$ cat src/rtl/edma_csr_pkg.sv
package edma_csr_pkg;
  localparam int unsigned DW = 32;
  localparam int unsigned AW = 12;
  localparam int unsigned IW = AW - 2;
  localparam int unsigned NQ = 8;
  localparam int unsigned PTR_ALIGN_BITS = 3;

  localparam logic [DW-1:0] GRP_TX  = 32'h0000_00FF;
  localparam logic [DW-1:0] GRP_RX  = 32'h0000_FF00;
  localparam logic [DW-1:0] GRP_ERR = 32'hFFFF_0000;

  localparam int unsigned TXST_HI = 31;
  localparam int unsigned RXST_HI = 23;

  localparam int unsigned W_EVT    = 0;
  localparam int unsigned W_MASK   = 1;
  localparam int unsigned W_TXST   = 2;
  localparam int unsigned W_RXST   = 3;
  localparam int unsigned W_CTRL   = 4;
  localparam int unsigned W_IDENT  = 5;
  localparam int unsigned W_KEY    = 6;
  localparam int unsigned W_TXBASE = 64;
  localparam int unsigned W_TXPTR  = W_TXBASE + NQ;
  localparam int unsigned W_RXBASE = W_TXPTR + NQ;
  localparam int unsigned W_RXPTR  = W_RXBASE + NQ;

  localparam logic [DW-1:0] CTRL_RST  = 32'h0000_00C0;
  localparam logic [DW-1:0] IDENT_VAL = 32'h5EC0_0001;

  typedef enum logic [1:0] {
    ACC_RW = 2'd0,
    ACC_RO = 2'd1,
    ACC_WO = 2'd2
  } acc_e;

  // queue i sits at bit (hi - i) of a status word
  function automatic logic [NQ-1:0] queues_of(input logic [DW-1:0] w, input int unsigned hi);
    logic [NQ-1:0] q;
    for (int i = 0; i < NQ; i++) q[i] = w[hi-i];
    return q;
  endfunction

  function automatic logic [DW-1:0] word_of(input logic [NQ-1:0] q, input int unsigned hi);
    logic [DW-1:0] w;
    w = '0;
    for (int i = 0; i < NQ; i++) w[hi-i] = q[i];
    return w;
  endfunction

  function automatic logic [DW-1:0] align_ptr(input logic [DW-1:0] v);
    return {v[DW-1:PTR_ALIGN_BITS], {PTR_ALIGN_BITS{1'b0}}};
  endfunction

  function automatic logic group_hit(input logic [DW-1:0] evt, input logic [DW-1:0] msk,
                                     input logic [DW-1:0] grp);
    return |(evt & msk & grp);
  endfunction
endpackage

$ cat src/rtl/edma_evt_irq.sv
module edma_evt_irq
  import edma_csr_pkg::*;
(
  input  logic          clk,
  input  logic          rst_n,
  input  logic          evt_we,
  input  logic          mask_we,
  input  logic [DW-1:0] wdata,
  input  logic [DW-1:0] evt_set,
  output logic [DW-1:0] evt_q,
  output logic [DW-1:0] mask_q,
  output logic          irq_tx,
  output logic          irq_rx,
  output logic          irq_err
);
  logic [DW-1:0] evt_clr;

  assign evt_clr = evt_we ? wdata : '0;

  always_ff @(posedge clk) begin
    if (!rst_n) begin
      evt_q  <= '0;
      mask_q <= '0;
    end else begin
      evt_q <= (evt_q & ~evt_clr) | evt_set;
      if (mask_we) mask_q <= wdata;
    end
  end

  assign irq_tx  = group_hit(evt_q, mask_q, GRP_TX);
  assign irq_rx  = group_hit(evt_q, mask_q, GRP_RX);
  assign irq_err = group_hit(evt_q, mask_q, GRP_ERR);

  AST_SET_BEATS_CLEAR: assert property (@(posedge clk) disable iff (!rst_n)
    (evt_set != '0) |=> ((evt_q & $past(evt_set)) == $past(evt_set)));
  AST_W1C_CLEARS: assert property (@(posedge clk) disable iff (!rst_n)
    evt_we |=> ((evt_q & $past(wdata) & ~$past(evt_set)) == '0));
  AST_MASKED_QUIET: assert property (@(posedge clk) disable iff (!rst_n)
    (mask_q == '0) |-> !(irq_tx || irq_rx || irq_err));
endmodule

$ cat src/rtl/edma_qstat.sv
module edma_qstat
  import edma_csr_pkg::*;
#(
  parameter int unsigned HI      = 31,
  parameter bit          RX_EDGE = 1'b0
) (
  input  logic          clk,
  input  logic          rst_n,
  input  logic          we,
  input  logic [DW-1:0] wdata,
  input  logic [NQ-1:0] set_q,
  output logic [NQ-1:0] kick,
  output logic [DW-1:0] rd_word
);
  logic [NQ-1:0] st;
  logic [NQ-1:0] wsel;
  logic [NQ-1:0] fire;

  assign wsel = we ? queues_of(wdata, HI) : '0;

  generate
    if (RX_EDGE) begin : g_edge
      assign fire = wsel & ~st;
    end else begin : g_level
      assign fire = wsel;
    end
  endgenerate

  always_ff @(posedge clk) begin
    if (!rst_n) begin
      st   <= '0;
      kick <= '0;
    end else begin
      st   <= (st & ~wsel) | set_q;
      kick <= fire;
    end
  end

  assign rd_word = word_of(st, HI);

  AST_KICK_NEEDS_WRITE: assert property (@(posedge clk) disable iff (!rst_n)
    (kick != '0) |-> $past(we));
  AST_STAT_CLEARED: assert property (@(posedge clk) disable iff (!rst_n)
    we |=> ((st & $past(queues_of(wdata, HI)) & ~$past(set_q)) == '0));
  AST_SET_WINS_STAT: assert property (@(posedge clk) disable iff (!rst_n)
    (set_q != '0) |=> ((st & $past(set_q)) == $past(set_q)));

  generate
    if (RX_EDGE) begin : g_edge_chk
      AST_RX_NO_REKICK: assert property (@(posedge clk) disable iff (!rst_n)
        ((kick & $past(st)) == '0));
    end
  endgenerate
endmodule

$ cat src/rtl/edma_ring_bank.sv
module edma_ring_bank
  import edma_csr_pkg::*;
(
  input  logic          clk,
  input  logic          rst_n,
  input  logic [NQ-1:0] base_we,
  input  logic [NQ-1:0] ptr_we,
  input  logic [DW-1:0] wdata,
  output logic [DW-1:0] base_q [NQ],
  output logic [DW-1:0] ptr_q  [NQ]
);
  generate
    for (genvar n = 0; n < NQ; n++) begin : g_ring
      always_ff @(posedge clk) begin
        if (!rst_n) begin
          base_q[n] <= '0;
          ptr_q[n]  <= '0;
        end else if (base_we[n]) begin
          base_q[n] <= align_ptr(wdata);
          ptr_q[n]  <= align_ptr(wdata);
        end else if (ptr_we[n]) begin
          ptr_q[n]  <= wdata;
        end
      end

      AST_BASE_ALIGNED: assert property (@(posedge clk) disable iff (!rst_n)
        (base_q[n][PTR_ALIGN_BITS-1:0] == '0));
      AST_PTR_RELOAD: assert property (@(posedge clk) disable iff (!rst_n)
        base_we[n] |=> (ptr_q[n] == base_q[n]));
    end
  endgenerate
endmodule

$ cat src/rtl/edma_gen_reg.sv
module edma_gen_reg
  import edma_csr_pkg::*;
#(
  parameter acc_e          ACC = ACC_RW,
  parameter logic [DW-1:0] RST = '0
) (
  input  logic          clk,
  input  logic          rst_n,
  input  logic          we,
  input  logic [DW-1:0] wdata,
  output logic [DW-1:0] rd_word
);
  logic [DW-1:0] q;

  always_ff @(posedge clk) begin
    if (!rst_n) q <= RST;
    else if (we && (ACC != ACC_RO)) q <= wdata;
  end

  assign rd_word = (ACC == ACC_WO) ? '0 : q;

  generate
    if (ACC == ACC_RO) begin : g_ro_chk
      AST_RO_HOLDS: assert property (@(posedge clk) disable iff (!rst_n)
        $stable(rd_word));
    end
  endgenerate
endmodule

$ cat src/rtl/edma_csr.sv
module edma_csr
  import edma_csr_pkg::*;
(
  input  logic              clk,
  input  logic              rst_n,
  input  logic              wr_en,
  input  logic [AW-1:0]     addr,
  input  logic [DW-1:0]     wdata,
  output logic [DW-1:0]     rdata,
  input  logic [DW-1:0]     evt_set,
  input  logic [NQ-1:0]     tx_qhalt_set,
  input  logic [NQ-1:0]     rx_qhalt_set,
  output logic              irq_tx,
  output logic              irq_rx,
  output logic              irq_err,
  output logic [NQ-1:0]     tx_kick,
  output logic [NQ-1:0]     rx_kick,
  output logic [NQ*DW-1:0]  tx_ring_ptr,
  output logic [NQ*DW-1:0]  rx_ring_ptr
);
  logic [IW-1:0] idx;
  logic          we_evt, we_mask, we_txst, we_rxst, we_ctrl, we_ident, we_key;
  logic [NQ-1:0] we_txbase, we_txptr, we_rxbase, we_rxptr;
  logic [DW-1:0] evt_q, mask_q, txst_rd, rxst_rd, ctrl_rd, ident_rd, key_rd;
  logic [DW-1:0] txbase_q [NQ];
  logic [DW-1:0] txptr_q  [NQ];
  logic [DW-1:0] rxbase_q [NQ];
  logic [DW-1:0] rxptr_q  [NQ];

  assign idx = IW'(addr >> 2);

  // write decode: one strobe per word
  assign we_evt   = wr_en && (idx == IW'(W_EVT));
  assign we_mask  = wr_en && (idx == IW'(W_MASK));
  assign we_txst  = wr_en && (idx == IW'(W_TXST));
  assign we_rxst  = wr_en && (idx == IW'(W_RXST));
  assign we_ctrl  = wr_en && (idx == IW'(W_CTRL));
  assign we_ident = wr_en && (idx == IW'(W_IDENT));
  assign we_key   = wr_en && (idx == IW'(W_KEY));

  generate
    for (genvar n = 0; n < NQ; n++) begin : g_dec
      assign we_txbase[n] = wr_en && (idx == IW'(W_TXBASE + n));
      assign we_txptr[n]  = wr_en && (idx == IW'(W_TXPTR + n));
      assign we_rxbase[n] = wr_en && (idx == IW'(W_RXBASE + n));
      assign we_rxptr[n]  = wr_en && (idx == IW'(W_RXPTR + n));
      assign tx_ring_ptr[n*DW +: DW] = txptr_q[n];
      assign rx_ring_ptr[n*DW +: DW] = rxptr_q[n];
    end
  endgenerate

  edma_evt_irq u_evt (
    .clk(clk), .rst_n(rst_n), .evt_we(we_evt), .mask_we(we_mask), .wdata(wdata),
    .evt_set(evt_set), .evt_q(evt_q), .mask_q(mask_q),
    .irq_tx(irq_tx), .irq_rx(irq_rx), .irq_err(irq_err)
  );

  edma_qstat #(.HI(TXST_HI), .RX_EDGE(1'b0)) u_txst (
    .clk(clk), .rst_n(rst_n), .we(we_txst), .wdata(wdata),
    .set_q(tx_qhalt_set), .kick(tx_kick), .rd_word(txst_rd)
  );

  edma_qstat #(.HI(RXST_HI), .RX_EDGE(1'b1)) u_rxst (
    .clk(clk), .rst_n(rst_n), .we(we_rxst), .wdata(wdata),
    .set_q(rx_qhalt_set), .kick(rx_kick), .rd_word(rxst_rd)
  );

  edma_ring_bank u_txring (
    .clk(clk), .rst_n(rst_n), .base_we(we_txbase), .ptr_we(we_txptr),
    .wdata(wdata), .base_q(txbase_q), .ptr_q(txptr_q)
  );

  edma_ring_bank u_rxring (
    .clk(clk), .rst_n(rst_n), .base_we(we_rxbase), .ptr_we(we_rxptr),
    .wdata(wdata), .base_q(rxbase_q), .ptr_q(rxptr_q)
  );

  edma_gen_reg #(.ACC(ACC_RW), .RST(CTRL_RST)) u_ctrl (
    .clk(clk), .rst_n(rst_n), .we(we_ctrl), .wdata(wdata), .rd_word(ctrl_rd)
  );

  edma_gen_reg #(.ACC(ACC_RO), .RST(IDENT_VAL)) u_ident (
    .clk(clk), .rst_n(rst_n), .we(we_ident), .wdata(wdata), .rd_word(ident_rd)
  );

  edma_gen_reg #(.ACC(ACC_WO), .RST('0)) u_key (
    .clk(clk), .rst_n(rst_n), .we(we_key), .wdata(wdata), .rd_word(key_rd)
  );

  always_comb begin
    rdata = '0;
    unique case (idx)
      IW'(W_EVT):   rdata = evt_q;
      IW'(W_MASK):  rdata = mask_q;
      IW'(W_TXST):  rdata = txst_rd;
      IW'(W_RXST):  rdata = rxst_rd;
      IW'(W_CTRL):  rdata = ctrl_rd;
      IW'(W_IDENT): rdata = ident_rd;
      IW'(W_KEY):   rdata = key_rd;
      default:      rdata = '0;
    endcase
    for (int n = 0; n < NQ; n++) begin
      if (idx == IW'(W_TXBASE + n)) rdata = txbase_q[n];
      if (idx == IW'(W_TXPTR + n))  rdata = txptr_q[n];
      if (idx == IW'(W_RXBASE + n)) rdata = rxbase_q[n];
      if (idx == IW'(W_RXPTR + n))  rdata = rxptr_q[n];
    end
  end

  AST_KEY_READS_ZERO: assert property (@(posedge clk) disable iff (!rst_n)
    (idx == IW'(W_KEY)) |-> (rdata == '0));
  AST_KICK_ONE_SOURCE: assert property (@(posedge clk) disable iff (!rst_n)
    !((tx_kick != '0) && (rx_kick != '0)));
endmodule

$ cat config.mk
export PLATFORM = sky130hd
export DESIGN_NAME = edma_csr
export DESIGN_NICKNAME = d
export VERILOG_FILES = /design/src/rtl/edma_csr_pkg.sv /design/src/rtl/edma_evt_irq.sv /design/src/rtl/edma_qstat.sv /design/src/rtl/edma_ring_bank.sv /design/src/rtl/edma_gen_reg.sv /design/src/rtl/edma_csr.sv
export SDC_FILE = /design/constraint.sdc
export NUM_CORES = 2
export LEC_CHECK = 0
export BUFFER_PORTS_ARGS = -buffer_cell sky130_fd_sc_hd__buf_4
export CORE_UTILIZATION = 45
export CTS_CLUSTER_DIAMETER = 30
export CTS_CLUSTER_SIZE = 28
export DETAILED_ROUTE_END_ITERATION = 12
export GPL_TIMING_DRIVEN = 0
export HOLD_SLACK_MARGIN = 0.15
export PLACE_DENSITY_LB_ADDON = 0.08
export SLEW_MARGIN = 30
export SYNTH_ARGS = -nofsm -noshare
export SYNTH_HDL_FRONTEND = slang
export SYNTH_HIERARCHICAL = 1
export SYNTH_SLANG_ARGS = --single-unit
$ cat constraint.sdc
create_clock -name clk -period 4.7 [get_ports clk]
set_input_delay 0.47 -clock clk [delete_from_list [all_inputs] [get_ports clk]]
set_output_delay 0.47 -clock clk [all_outputs]
set_load 0.01 [all_outputs]
==> results.ini <==
[cells_and_area]
area_growth_pct = 35.9
fin_nets = 6983
mostFrequentLayoutCell = dfxtp_1
layout-drive-gt1-share_pct = 25.9
nFillCells = 10100
layout_common_cells = 1,104 x dfxtp_1, 1,067 x mux2i_1, 877 x buf_4

[grt]
grt_pass1_wl_mm = 423
gr-usage-met3_pct = 17.9
grt_overflow = 0
antenna_found_initial = 21
grt_use_met2_pct = 69.6
grt_start_max_net_pins = 17
grt_usage_pct = 51.3
top_usage_layer = met2
use_met1_pct = 68.9
grt_pass1_vias = 51300

[timing]
drv_slew = 0
worst_slew_pin_slew_ps = 1180
finClkSkew_ps = 3.26
final.min_clock_period_ps = 4980
final-hold-violation-count = 0
setup_tns_ps = -2650
fin_ws_ps = -280
slew_headroom_pct = 21.3
fmax_ghz = 0.201
setup_viol = 28
fin_crit_sh_pct = 106

[detailed_routing]
wl_per_cell_um = 36.9
vias = 55500
drt_iter0_drc = 8890
drt.antenna.violating_nets = 0
vias_per_cell = 6.44
wl_mm = 319
drc = 0
dr.pass1.iters = 9

[pwr]
internal_power_mw = 23.5
power.density_mw_per_mm2 = 426
power.share.clock_pct = 63.6
vdd_drop_max_mv = 0.449
sw_frac_of_total_pct = 23.4
power_frac_seq_pct = 30.8
pwr-share-comb_pct = 5.6
p_sw_mw = 7.21
leakagePower_nw = 31.2

[die]
start_util_pct = 45.5
rows = 125
core_mm2 = 0.117
die_w_um = 345
ios = 658
dieArea_mm2 = 0.119
die_y_um = 345

[critical_path]
cp_max_fo = 10
crit_path_start_kind = input pin
crit_arrival_ps = 4510
required_ps = 4230
critical_path_class = in2out
end_kind = output port

[clocking]
clk_latency_ps = 890
cts_sinks = 1104
clk_pin_slew_worst_paths_ps = 40
cts_buffers = 287
cts_tree = done
root_buffer = clkbuf_16
clock_path_buffers = 4
htreeDepth = 5

[flow_run]
max_cap_viol_count = 0

[place]
dp_slack_ps = -1100
portBuffers = 652
post-dp-hpwl_mm = 248
place_congestion = 1.06

[min_path]
worst_hold_path_type = in2reg

[yosys]
synthesis.area_mm2 = 0.0531
yosysWarnings = 6
synth_cells = 5640
syn_avg_cell_area_um2 = 9.41

[run_status]
outcome = complete, but fails checks
failed_checks = negative setup slack

[repair_timing]
action / 4_1_cts / 5_1_grt
hold buffers: 127 / 0
buffers inserted: 18 / 2
pin swaps: 9 / 1
endpoints found under the hold margin: 128 / 0
cloned: 0 / 0
gates resized for setup: 116 / 47
endpoints found under the setup margin: 32 / 25
[layout make-up]
type                    count  area, um2  area share, %
repair buffers            810       6490           9.00
plain buffers             666       4160           5.77
multi-input cells        4003      27800           38.6
well taps                1524       1910           2.65
clock inverters           115       1470           2.03
inverters                  16       61.3         0.0850
clock buffers             372       8050           11.2
flip-flops and latches   1104      22100           30.7
diodes                     15       37.5         0.0521
[worst max-delay path, stage by stage]
cell       delay (ps)
buf_2             200
buf_2             350
clkinv_2          410
clkbuf_2          490
o21ai_0           870
o2bb2ai_1         310
o21ai_1           360
a311oi_1          270
a211o_1           350
a31o_2            260
buf_4             150
[stage by stage]
step	hold slack [ps]	utilization, %	std cells	instance area [um2]	total power, mW
final	342	61.9	8625	72100	30.7
after global placement	447	51.9	7969	60400	11.1
after floorplan	423	-	5793	53600	10.3
after global routing	351	61.8	8610	72100	31.2
after CTS	306	61.7	8610	71900	30.5
after detailed placement	453	52.1	7980	60700	11.1
[power by group through the flow]
stage,Clock (mW),Combinational (mW),Sequential (mW)
floorplan,0,0.702,9.62
global placement,0,1.46,9.64
detailed placement,0,1.47,9.64
CTS,19.5,1.59,9.47
global route,20.0,1.68,9.46
finish,19.6,1.73,9.47
[worst paths after layout]
kind              depth (start not counted)         start                end  slack [ps]
setup reg to reg                          3  u_rxst/st[4]       u_rxst/st[4]        3160
setup / recovery                         11       addr[6]           rdata[5]        -280
hold / removal                            4         wr_en  u_txring/ptr_q[1]         340
hold reg to reg                           1  u_rxst/st[3]     u_rxst/kick[3]         470
[registers in the layout (all words and copies together) (netlist names)]
register,cells
u_txst/st,8
u_txring/base_q,232
u_rxst/kick,8
u_evt/evt_q,32
u_rxst/st,8
u_ctrl/rd_word,32
u_rxring/base_q,232
u_rxring/ptr_q,256
u_txring/ptr_q,256
u_txst/kick,8
u_evt/mask_q,32
[metal layers]
layer  up-vias  share of wire [%]
met1     27300                 39
li1      22300                  -
met3       980                 15
met4        18                6.8
met2      4895                 39
met5         -              0.041
Note: power is estimated with default switching activity, not from simulation.
